==> config.mk <==
export PLATFORM = sky130hd
export DESIGN_NAME = ncd_decoder
export DESIGN_NICKNAME = d
export VERILOG_FILES = /design/src/rtl/ncd_pkg.sv /design/src/rtl/ncd_inv_lut.sv /design/src/rtl/ncd_vec_axpy.sv /design/src/rtl/ncd_pivot_find.sv /design/src/rtl/ncd_decoder.sv
export SDC_FILE = /design/constraint.sdc
export NUM_CORES = 1
export LEC_CHECK = 0
export ABC_AREA = 1
export ABC_CLOCK_PERIOD_IN_PS = 10650
export BUFFER_PORTS_ARGS = -buffer_cell sky130_fd_sc_hd__buf_2
export CAP_MARGIN = 20
export CORE_MARGIN = 1
export CORE_UTILIZATION = 40
export DETAILED_ROUTE_END_ITERATION = 7
export PLACE_DENSITY = 0.61
export SYNTH_ARGS = -nofsm -noshare
export SYNTH_HDL_FRONTEND = slang
export SYNTH_SLANG_ARGS = --single-unit
==> constraint.sdc <==
create_clock -name clk -period 10.65 [get_ports clk]
set_clock_uncertainty 0.15 [all_clocks]
set_input_delay 0.5325 -clock clk [delete_from_list [all_inputs] [get_ports clk]]
set_output_delay 0.5325 -clock clk [all_outputs]
set_load 0.005 [all_outputs]
==> src/rtl/ncd_pkg.sv <==
// Package: field arithmetic and controller state shared by the decoder.
// Assumes GF(2^8) with reduction polynomial 0x11D, standard basis.
package ncd_pkg;

    localparam logic [7:0] GF_POLY_LOW = 8'h1D;

    // Carry-less product followed by polynomial reduction, single cycle.
    function automatic logic [7:0] gf_mul(input logic [7:0] a, input logic [7:0] b);
        logic [14:0] prod;
        prod = '0;
        for (int i = 0; i < 8; i++) begin
            if (b[i]) prod = prod ^ (15'(a) << i);
        end
        for (int i = 14; i >= 8; i--) begin
            if (prod[i]) prod = prod ^ (15'({1'b1, GF_POLY_LOW}) << (i - 8));
        end
        return prod[7:0];
    endfunction

    // Inverse as a^254, used only to fill the lookup table at elaboration.
    function automatic logic [7:0] gf_inv_calc(input logic [7:0] a);
        logic [7:0] acc;
        logic [7:0] base;
        acc  = 8'h01;
        base = a;
        for (int i = 0; i < 8; i++) begin
            if (i != 0) acc = gf_mul(acc, base);
            base = gf_mul(base, base);
        end
        return acc;
    endfunction

    typedef enum logic [2:0] {
        ST_IDLE,
        ST_REDUCE,
        ST_NORM,
        ST_ELIM,
        ST_COMMIT,
        ST_EMIT
    } ncd_state_e;

endpackage

==> src/rtl/ncd_inv_lut.sv <==
// Module: 256-entry field inverse table, contents computed at elaboration.
// Assumes entry 0 maps to 0; callers never use it on a pivot.
module ncd_inv_lut (
    input  logic [7:0] elem,
    output logic [7:0] recip
);
    logic [7:0] inv_tab [256];

    // Fill each entry from the constant inverse function.
    for (genvar gi = 0; gi < 256; gi++) begin : g_entry
        localparam logic [7:0] ENTRY_VAL = ncd_pkg::gf_inv_calc(8'(gi));
        assign inv_tab[gi] = ENTRY_VAL;
    end

    // Table read.
    assign recip = inv_tab[elem];
endmodule

==> src/rtl/ncd_vec_axpy.sv <==
// Module: lane-parallel result = acc + scale * src over GF(2^8).
// Assumes all lanes share one scale factor; purely combinational.
module ncd_vec_axpy #(
    parameter int LANES = 8
) (
    input  logic [LANES-1:0][7:0] acc,
    input  logic [7:0]            scale,
    input  logic [LANES-1:0][7:0] src,
    output logic [LANES-1:0][7:0] result
);
    // One multiplier and XOR per lane.
    for (genvar gl = 0; gl < LANES; gl++) begin : g_lane
        assign result[gl] = acc[gl] ^ ncd_pkg::gf_mul(scale, src[gl]);
    end
endmodule

==> src/rtl/ncd_pivot_find.sv <==
// Module: locates the lowest-index nonzero coefficient of a row.
// Assumes NPKT >= 2; found is low for an all-zero coefficient vector.
module ncd_pivot_find #(
    parameter int NPKT = 4,
    parameter int IW   = 2
) (
    input  logic [NPKT-1:0][7:0] coef,
    output logic                 found,
    output logic [IW-1:0]        idx
);
    // Priority scan from the top so the lowest nonzero index wins.
    always_comb begin
        found = 1'b0;
        idx   = '0;
        for (int i = NPKT - 1; i >= 0; i--) begin
            if (coef[i] != 8'h00) begin
                found = 1'b1;
                idx   = IW'(i);
            end
        end
    end
endmodule

==> src/rtl/ncd_decoder.sv <==
// Module: progressive Gauss-Jordan decoder over GF(2^8).
// Each accepted row is reduced against stored pivot rows, normalised,
// cleared out of stored rows and filed under its pivot column. At full
// rank the stored payloads are the sources and are streamed in order.
// Assumes 2 <= NPKT <= 8 and PAY_SYMS >= 2; rows arrive one per beat.
module ncd_decoder #(
    parameter int NPKT     = 4,
    parameter int PAY_SYMS = 4
) (
    input  logic                          clk,
    input  logic                          rst_n,
    input  logic                          in_valid,
    output logic                          in_ready,
    input  logic [NPKT*8-1:0]             in_coef,
    input  logic [PAY_SYMS*8-1:0]         in_pay,
    output logic                          out_valid,
    input  logic                          out_ready,
    output logic [7:0]                    out_data,
    output logic [$clog2(NPKT)-1:0]       out_pkt,
    output logic                          out_last,
    output logic [$clog2(NPKT+1)-1:0]     rank,
    output logic                          done,
    output logic                          dep_drop
);
    import ncd_pkg::*;

    localparam int W  = NPKT + PAY_SYMS;
    localparam int IW = $clog2(NPKT);
    localparam int SW = $clog2(PAY_SYMS);
    localparam int RW = $clog2(NPKT + 1);
    localparam int LW = $clog2(W);

    typedef logic [W-1:0][7:0] lane_vec_t;

    ncd_state_e          state_q;
    lane_vec_t           work_q;
    lane_vec_t           rows_q [NPKT];
    logic [NPKT-1:0]     row_ok_q;
    logic [IW-1:0]       cnt_q;
    logic [IW-1:0]       piv_q;
    logic [RW-1:0]       rank_q;
    logic                dep_q;
    logic [IW-1:0]       opkt_q;
    logic [SW-1:0]       osym_q;

    logic                piv_found;
    logic [IW-1:0]       piv_c;
    logic [7:0]          piv_inv;
    lane_vec_t           ax_acc;
    lane_vec_t           ax_src;
    lane_vec_t           ax_out;
    logic [7:0]          ax_scale;
    logic                cnt_last;
    logic                accept;
    logic                beat;
    logic                final_beat;
    logic [LW-1:0]       pay_lane;

    // Leading nonzero coefficient of the working row.
    ncd_pivot_find #(.NPKT(NPKT), .IW(IW)) u_piv (
        .coef  (work_q[NPKT-1:0]),
        .found (piv_found),
        .idx   (piv_c)
    );

    // Inverse of the pivot value.
    ncd_inv_lut u_inv (
        .elem  (work_q[piv_c]),
        .recip (piv_inv)
    );

    // Shared row operation unit.
    ncd_vec_axpy #(.LANES(W)) u_axpy (
        .acc    (ax_acc),
        .scale  (ax_scale),
        .src    (ax_src),
        .result (ax_out)
    );

    assign cnt_last   = (cnt_q == IW'(NPKT - 1));
    assign in_ready   = (state_q == ST_IDLE);
    assign accept     = in_valid && in_ready;
    assign out_valid  = (state_q == ST_EMIT);
    assign done       = (state_q == ST_EMIT);
    assign beat       = out_valid && out_ready;
    assign out_last   = (osym_q == SW'(PAY_SYMS - 1));
    assign final_beat = beat && out_last && (opkt_q == IW'(NPKT - 1));
    assign pay_lane   = LW'(NPKT) + LW'(osym_q);
    assign out_data   = rows_q[opkt_q][pay_lane];
    assign out_pkt    = opkt_q;
    assign rank       = rank_q;
    assign dep_drop   = dep_q;

    // Select operands of the row operation unit per phase.
    always_comb begin
        ax_acc   = work_q;
        ax_scale = 8'h00;
        ax_src   = rows_q[cnt_q];
        case (state_q)
            ST_REDUCE: begin
                ax_acc   = work_q;
                ax_scale = row_ok_q[cnt_q] ? work_q[cnt_q] : 8'h00;
                ax_src   = rows_q[cnt_q];
            end
            ST_NORM: begin
                ax_acc   = '0;
                ax_scale = piv_inv;
                ax_src   = work_q;
            end
            ST_ELIM: begin
                ax_acc   = rows_q[cnt_q];
                ax_scale = rows_q[cnt_q][piv_q];
                ax_src   = work_q;
            end
            default: begin
                ax_acc   = work_q;
                ax_scale = 8'h00;
                ax_src   = rows_q[cnt_q];
            end
        endcase
    end

    // Phase sequencing and step counter.
    always_ff @(posedge clk) begin
        if (!rst_n) begin
            state_q <= ST_IDLE;
            cnt_q   <= '0;
        end else begin
            case (state_q)
                ST_IDLE: begin
                    if (accept) begin
                        state_q <= ST_REDUCE;
                        cnt_q   <= '0;
                    end
                end
                ST_REDUCE: begin
                    if (cnt_last) begin
                        state_q <= ST_NORM;
                        cnt_q   <= '0;
                    end else begin
                        cnt_q <= cnt_q + IW'(1);
                    end
                end
                ST_NORM: begin
                    state_q <= piv_found ? ST_ELIM : ST_IDLE;
                    cnt_q   <= '0;
                end
                ST_ELIM: begin
                    if (cnt_last) begin
                        state_q <= ST_COMMIT;
                        cnt_q   <= '0;
                    end else begin
                        cnt_q <= cnt_q + IW'(1);
                    end
                end
                ST_COMMIT: begin
                    state_q <= (rank_q == RW'(NPKT - 1)) ? ST_EMIT : ST_IDLE;
                end
                ST_EMIT: begin
                    if (final_beat) state_q <= ST_IDLE;
                end
                default: state_q <= ST_IDLE;
            endcase
        end
    end

    // Working row: load, reduce against pivots, normalise.
    always_ff @(posedge clk) begin
        if (!rst_n) begin
            work_q <= '0;
        end else if (accept) begin
            work_q <= {in_pay, in_coef};
        end else if (state_q == ST_REDUCE || state_q == ST_NORM) begin
            work_q <= ax_out;
        end
    end

    // Pivot column captured at normalisation.
    always_ff @(posedge clk) begin
        if (!rst_n) begin
            piv_q <= '0;
        end else if (state_q == ST_NORM) begin
            piv_q <= piv_c;
        end
    end

    // Stored rows: elimination updates, commit and generation release.
    always_ff @(posedge clk) begin
        if (!rst_n) begin
            row_ok_q <= '0;
            for (int i = 0; i < NPKT; i++) rows_q[i] <= '0;
        end else begin
            if (state_q == ST_ELIM && row_ok_q[cnt_q]) begin
                rows_q[cnt_q] <= ax_out;
            end
            if (state_q == ST_COMMIT) begin
                rows_q[piv_q]   <= work_q;
                row_ok_q[piv_q] <= 1'b1;
            end
            if (final_beat) begin
                row_ok_q <= '0;
            end
        end
    end

    // Rank counter.
    always_ff @(posedge clk) begin
        if (!rst_n) begin
            rank_q <= '0;
        end else if (final_beat) begin
            rank_q <= '0;
        end else if (state_q == ST_COMMIT) begin
            rank_q <= rank_q + RW'(1);
        end
    end

    // Dependent-row pulse.
    always_ff @(posedge clk) begin
        if (!rst_n) begin
            dep_q <= 1'b0;
        end else begin
            dep_q <= (state_q == ST_NORM) && !piv_found;
        end
    end

    // Output packet and symbol position.
    always_ff @(posedge clk) begin
        if (!rst_n) begin
            opkt_q <= '0;
            osym_q <= '0;
        end else if (beat) begin
            if (out_last) begin
                osym_q <= '0;
                opkt_q <= (opkt_q == IW'(NPKT - 1)) ? '0 : opkt_q + IW'(1);
            end else begin
                osym_q <= osym_q + SW'(1);
            end
        end
    end
endmodule

[Yosys cells after proc, flatten, opt, wreduce, memory -nomap -nowiden]
Memories as Yosys holds them, arrays and structs flattened. A register that Yosys moved wholly into a read port is not among the register bits.
Cells that the tools add are included.
Word-level totals
  bits in registers: 83
  bits in writable memories: 256
  ROM bits: 2048
  input bits: 68
  output and inout port bits: 18
  logic and storage cells: 368
  memories: 2
Memory list
  (name not given): depth 256, bits a word 8, read ports 1, clocked after Yosys merged registers in 0, wr ports 0, RTL line ncd_inv_lut.sv:16  | assign recip = inv_tab[elem];
  rows_q: depth 4, bits a word 64, read ports 2, clocked after Yosys merged registers in 2, wr ports 4, RTL line ncd_decoder.sv:37  | lane_vec_t rows_q [NPKT];
Operators by class
  add/sub/neg operators: 5
  order comparisons: 8
  equal/unequal tests: 13
  muxes and demuxes: 177
  bitwise logic cells: 123
  reductions and logical operators: 24
Operators by type and width (count)
  2-to-1 mux 15 bit: 56
  2-to-1 mux 64 bit: 5
  NOT 4 bit: 56
  2-to-1 mux 8 bit: 23
  one-hot mux 64 bit (2 select lines): 1
  OR reduction 64 bit: 2
  XOR 15 x 10 -> 15 bit: 8
  XOR 15 x 11 -> 15 bit: 8
  XOR 15 x 12 -> 15 bit: 8
  XOR 15 x 13 -> 15 bit: 8
  XOR 15 x 14 -> 15 bit: 8
  XOR 15 bit: 8
  2-to-1 mux 11 bit: 8
  2-to-1 mux 10 bit: 8
  2-to-1 mux 9 bit: 8
  XOR 8 bit: 8
  XOR 8 x 9 -> 9 bit: 7
  2-to-1 mux 7 bit: 8
  binary-select mux 8 bit (select 2 bit): 3
  2-to-1 mux 6 bit: 8
  2-to-1 mux 5 bit: 8
  nonzero test 8 bit: 4
  2-to-1 mux 2 bit: 15
  binary-select mux 8 bit (select 3 bit): 1
  other kinds (34): 73

[Longest topological paths before layout]
  depth after elaboration: 44
  gate-level depth with buffers: 42
  mapped depth without buffers: 40

[Hierarchy]
A second synthesis with hierarchy kept.
Second synthesis, totals
  cell total of the unflattened synthesis: 5303
  area total of the unflattened synthesis: 33369.5 sq um
Modules (own cells, without submodules)
  ncd_decoder: instances 1, cells an instance 2556, area an instance 19391.1 sq um, seq. area each 9429.0 sq um
  ncd_vec_axpy: instances 1, cells an instance 2087, area an instance 10916.7 sq um, seq. area each 0.0 sq um
  ncd_inv_lut: instances 1, cells an instance 616, area an instance 2882.8 sq um, seq. area each 0.0 sq um
  ncd_pivot_find: instances 1, cells an instance 44, area an instance 178.9 sq um, seq. area each 0.0 sq um

[Worst setup path before layout]
Ideal clock, no wire load.
  path kind: register -> register
  from: register state_q[1]
  to: memory rows_q[3][0] (netlist bit) (enable)
  setup time: 0.600 ns
  arrival time: 6.798 ns
  required time: 9.900 ns
  path slack: 3.101 ns
  stages on the path, launching flop included: 11
  path buffers: 2
  clock period less this slack: 7.549 ns
  cells stage by stage: dfxtp_1 > inv_1 > nor2_1 > clkinv_1 > nor2_1 > inv_1 > clkbuf_1 > buf_1 > nor2_1 > inv_1 > a311oi_1
RTL lines
  from (decl): RTL line ncd_decoder.sv:35  | ncd_state_e state_q;
  from (signal assigned): RTL line ncd_decoder.sv:145  | state_q <= piv_found ? ST_ELIM : ST_IDLE;
  from (signal assigned): RTL line ncd_decoder.sv:157  | state_q <= (rank_q == RW'(NPKT - 1)) ? ST_EMIT : ST_IDLE;
  to (decl): RTL line ncd_decoder.sv:37

==> impl_results.md <==
- Most frequent cell after synthesis: nand2_1
- Layout cells sized above 1: 0.0667
- Final worst path period share: 0.733
- GRT overflow: 0
- RSZ-0062 raised after global routing: no
- Syn. warnings: 0
- Sw power: 6.68 mW
- Reg-to-Reg Start: work_q[4]
- Initial drt markers: 4532
- Routed wl met2: 57.6 mm
- Post-Syn Area: 33100 µm²
- Syn Area/Cell: 6.36 µm²
- Predominant post-synthesis flop cell: edfxtp_1
- PortBufs: 85
- Cts bufs inserted: 40
- Worst Setup SP: work_q[4]
- TritonCTS clock tree: done
- CP most frequent cell: nand2_1
- Setup TNS: 0 ns
- Clock tree root buffer cell: clkbuf_16
- Number of synthesized register bits: 343
- Maximum clock rate: 128 MHz
- Postcts setup bufs: 0
- Leak: 14.7 nW
- H-tree Lvls: 2
- Final setup violation count: 0
- Starting Density: 0.404
- Worst Hold Launch: in_pay[9]
- Post-synth EDFFs: 256
- Via count of the first global-routing pass: 32100
- CTS clk-pin slew, worst paths: 0.06 ns
- Area Overhead vs Synth: 6.58%
- Tmin final: 7.80 ns
- Post-DP HPWL: 90.3 mm
- Max-slew violation count: 0
- Ranking of synthesized cells by area: edfxtp_1 (23%), nand2_1 (22%), nand3_1 (11%)
- Max Used Layer: met5
- CP Launch Type: flip-flop
- Core region area: 82000 µm²
- Synth cell types: 55
- PostCTS Resize Cnt: 0
- DR pass1 iterations: 8
- Data required, critical path: 10.77 ns
- Residual DRC: 4
- Detail Route Antenna Nets: 0
- Async S/R FF share, synth: 0
- Clock Path Buffers: 3
- DR vias: 35900
- Setup CP Type: flip-flop to flip-flop
- Reg2reg setup slack: 2.85 ns
- CP endpoint kind: flip-flop
- Worst reg2reg path depth: 29
- Worst vdd ir: 0.000313 V
- Hold Path Class: input port to flip-flop
- Tightest Pin Transition: 1.13 ns
- Commonest cells in the netlist: nand2_1 (1911), nand3_1 (714), inv_1 (476)
- Switching share of power: 0.592
- Slowest CP cell: nand2_2
- Register share of total power: 0.149
- RePlAce Congestion: 1.02
- Met1 Routed Length: 56.4 mm
- Worst Hold Depth: 3
- Logic pwr share: 0.729
- Largest net degree at the start of global routing: 87
- Cells after Synth: 5203
- Area leader, netlist: edfxtp_1
- Worst Path Max Fanout: 34
- Met3 wire length: 15.7 mm
- Area share of the leading cell type in the synthesized netlist: 0.232
- Initial antenna violation count: 9
- Pint: 4.61 mW
- Die Area: 83900 µm²
- Number of fill cells in the layout: 8709
- Status: finished with violations
- Maxcap violations: 0
- Tot GR Track Use: 0.312
- # rows: 105
- Die Width: 290 µm
- Post-synth net total: 5285
- Clock sink total: 343
- Die Span Y: 290 µm
- Io pins: 86
- Worst-Skew Late Latency: 0.59 ns
- Failing checks: DRC
- Worst path max stage delay: 0.84 ns
- Clock share of power: 0.122
- Pwr/cell area: 320 nW/µm²
- Vias per cell: 5.76
- Final Hold Fails: 0
- Layout Nets: 5206
- Routed WL: 134 mm
- Slew headroom: 0.247
- Critical Path AT: 7.93 ns
- Core Util, Final: 0.430
- Global-route wire length before repair: 199 mm
- Sequential area share after synthesis: 0.285
- CTS Hold Buffers Added: 0
- Drt wl/cell: 21.6 µm
layout make-up:
class,count,area [µm²],share of cell area
clock inverter,23,184,0.00521
multi-input combinational,4080,20400,0.578
antenna,1,2.50,0.0000709
clock buffer,51,1070,0.0304
timing repair buffer,156,971,0.0275
tap,1070,1340,0.0379
inverter,503,1890,0.0536
sequential,343,9440,0.267
per-layer routing:
metal	global-route usage	up-vias
met5	0	-
met2	0.474	2084
met4	0.106	10
li1	-	16800
met1	0.441	16700
met3	0.0585	300
final timing paths:
| check | to |
|---|---|
| min reg2reg | row_ok_q[0] |
| min | work_q[41] |
| max | rows_q[0][33] |
| max reg2reg | rows_q[0][33] |
sequential cells by signal, summed over array words and instances (netlist names), named ones only:
name,flops
rows_q,256
work_q,64
row_ok_q,4
rank,3
state_q,3
cnt_q,2
osym_q,2
out_pkt,2
piv_q,2
dep_drop,1
cell families after synthesis:
group                    share of synthesized area
multiplexers                               0.00967
adder cells (fa/ha/maj)                    0.00529
AO/OA/AOI/OAI                                0.122
buffers and inverters                        0.102
XOR/XNOR                                    0.0990
flip-flops                                   0.285
AND/OR/NAND/NOR                              0.378
critical path: cells and delay by family (launching register included):
kind,cells,cell delay (ns)
xor+xnor,1,0.17
simple gates,23,5.23
compound gates,1,0.58
buf+inv,4,0.94
flops,1,0.37
layout by cell type, fill, tap and decap left out, drive strengths merged, types with 4 or more instances in the layout:
cell and count:
o211ai 50, clkinv 25, o22ai 57, o21ai 248
inv 495, nand3b 37, ha 14, nand3 729
clkinvlp 4, dfxtp 87, mux2i 32, a21oi 337
xor2 231, a31oi 20, nand2 1950, nand4 26
xnor2 126, buf 156, clkbuf 51, or2 14
a32o 8, edfxtp 256, and2 16, nor2 165
power by group through the flow:
stage / combinational, mW / clock (mW) / sequential, mW
6_report: 8.24 / 1.37 / 1.68
5_1_grt: 8.94 / 1.42 / 1.70
4_1_cts: 7.91 / 1.37 / 1.68
3_5_place_dp: 7.88 / 0 / 1.70
3_3_place_gp: 7.90 / 0 / 1.70
2_1_floorplan: 5.88 / 0 / 1.68
through the flow:
stage | setup slack, ns | power (mW) | cell area, µm² | std cells | hold WS, ns
6_report | 2.85 | 11.3 | 35300 | 6227 | 0.118
3_3_place_gp | 3.28 | 9.60 | 34000 | 6150 | 0.290
4_1_cts | 3.19 | 11.0 | 35300 | 6224 | 0.113
2_1_floorplan | 3.10 | 7.56 | 33100 | 5203 | 0.276
3_5_place_dp | 3.22 | 9.58 | 34000 | 6150 | 0.292
5_1_grt | 2.48 | 12.1 | 35300 | 6226 | 0.108
Note: power is estimated with default switching activity, not from simulation.
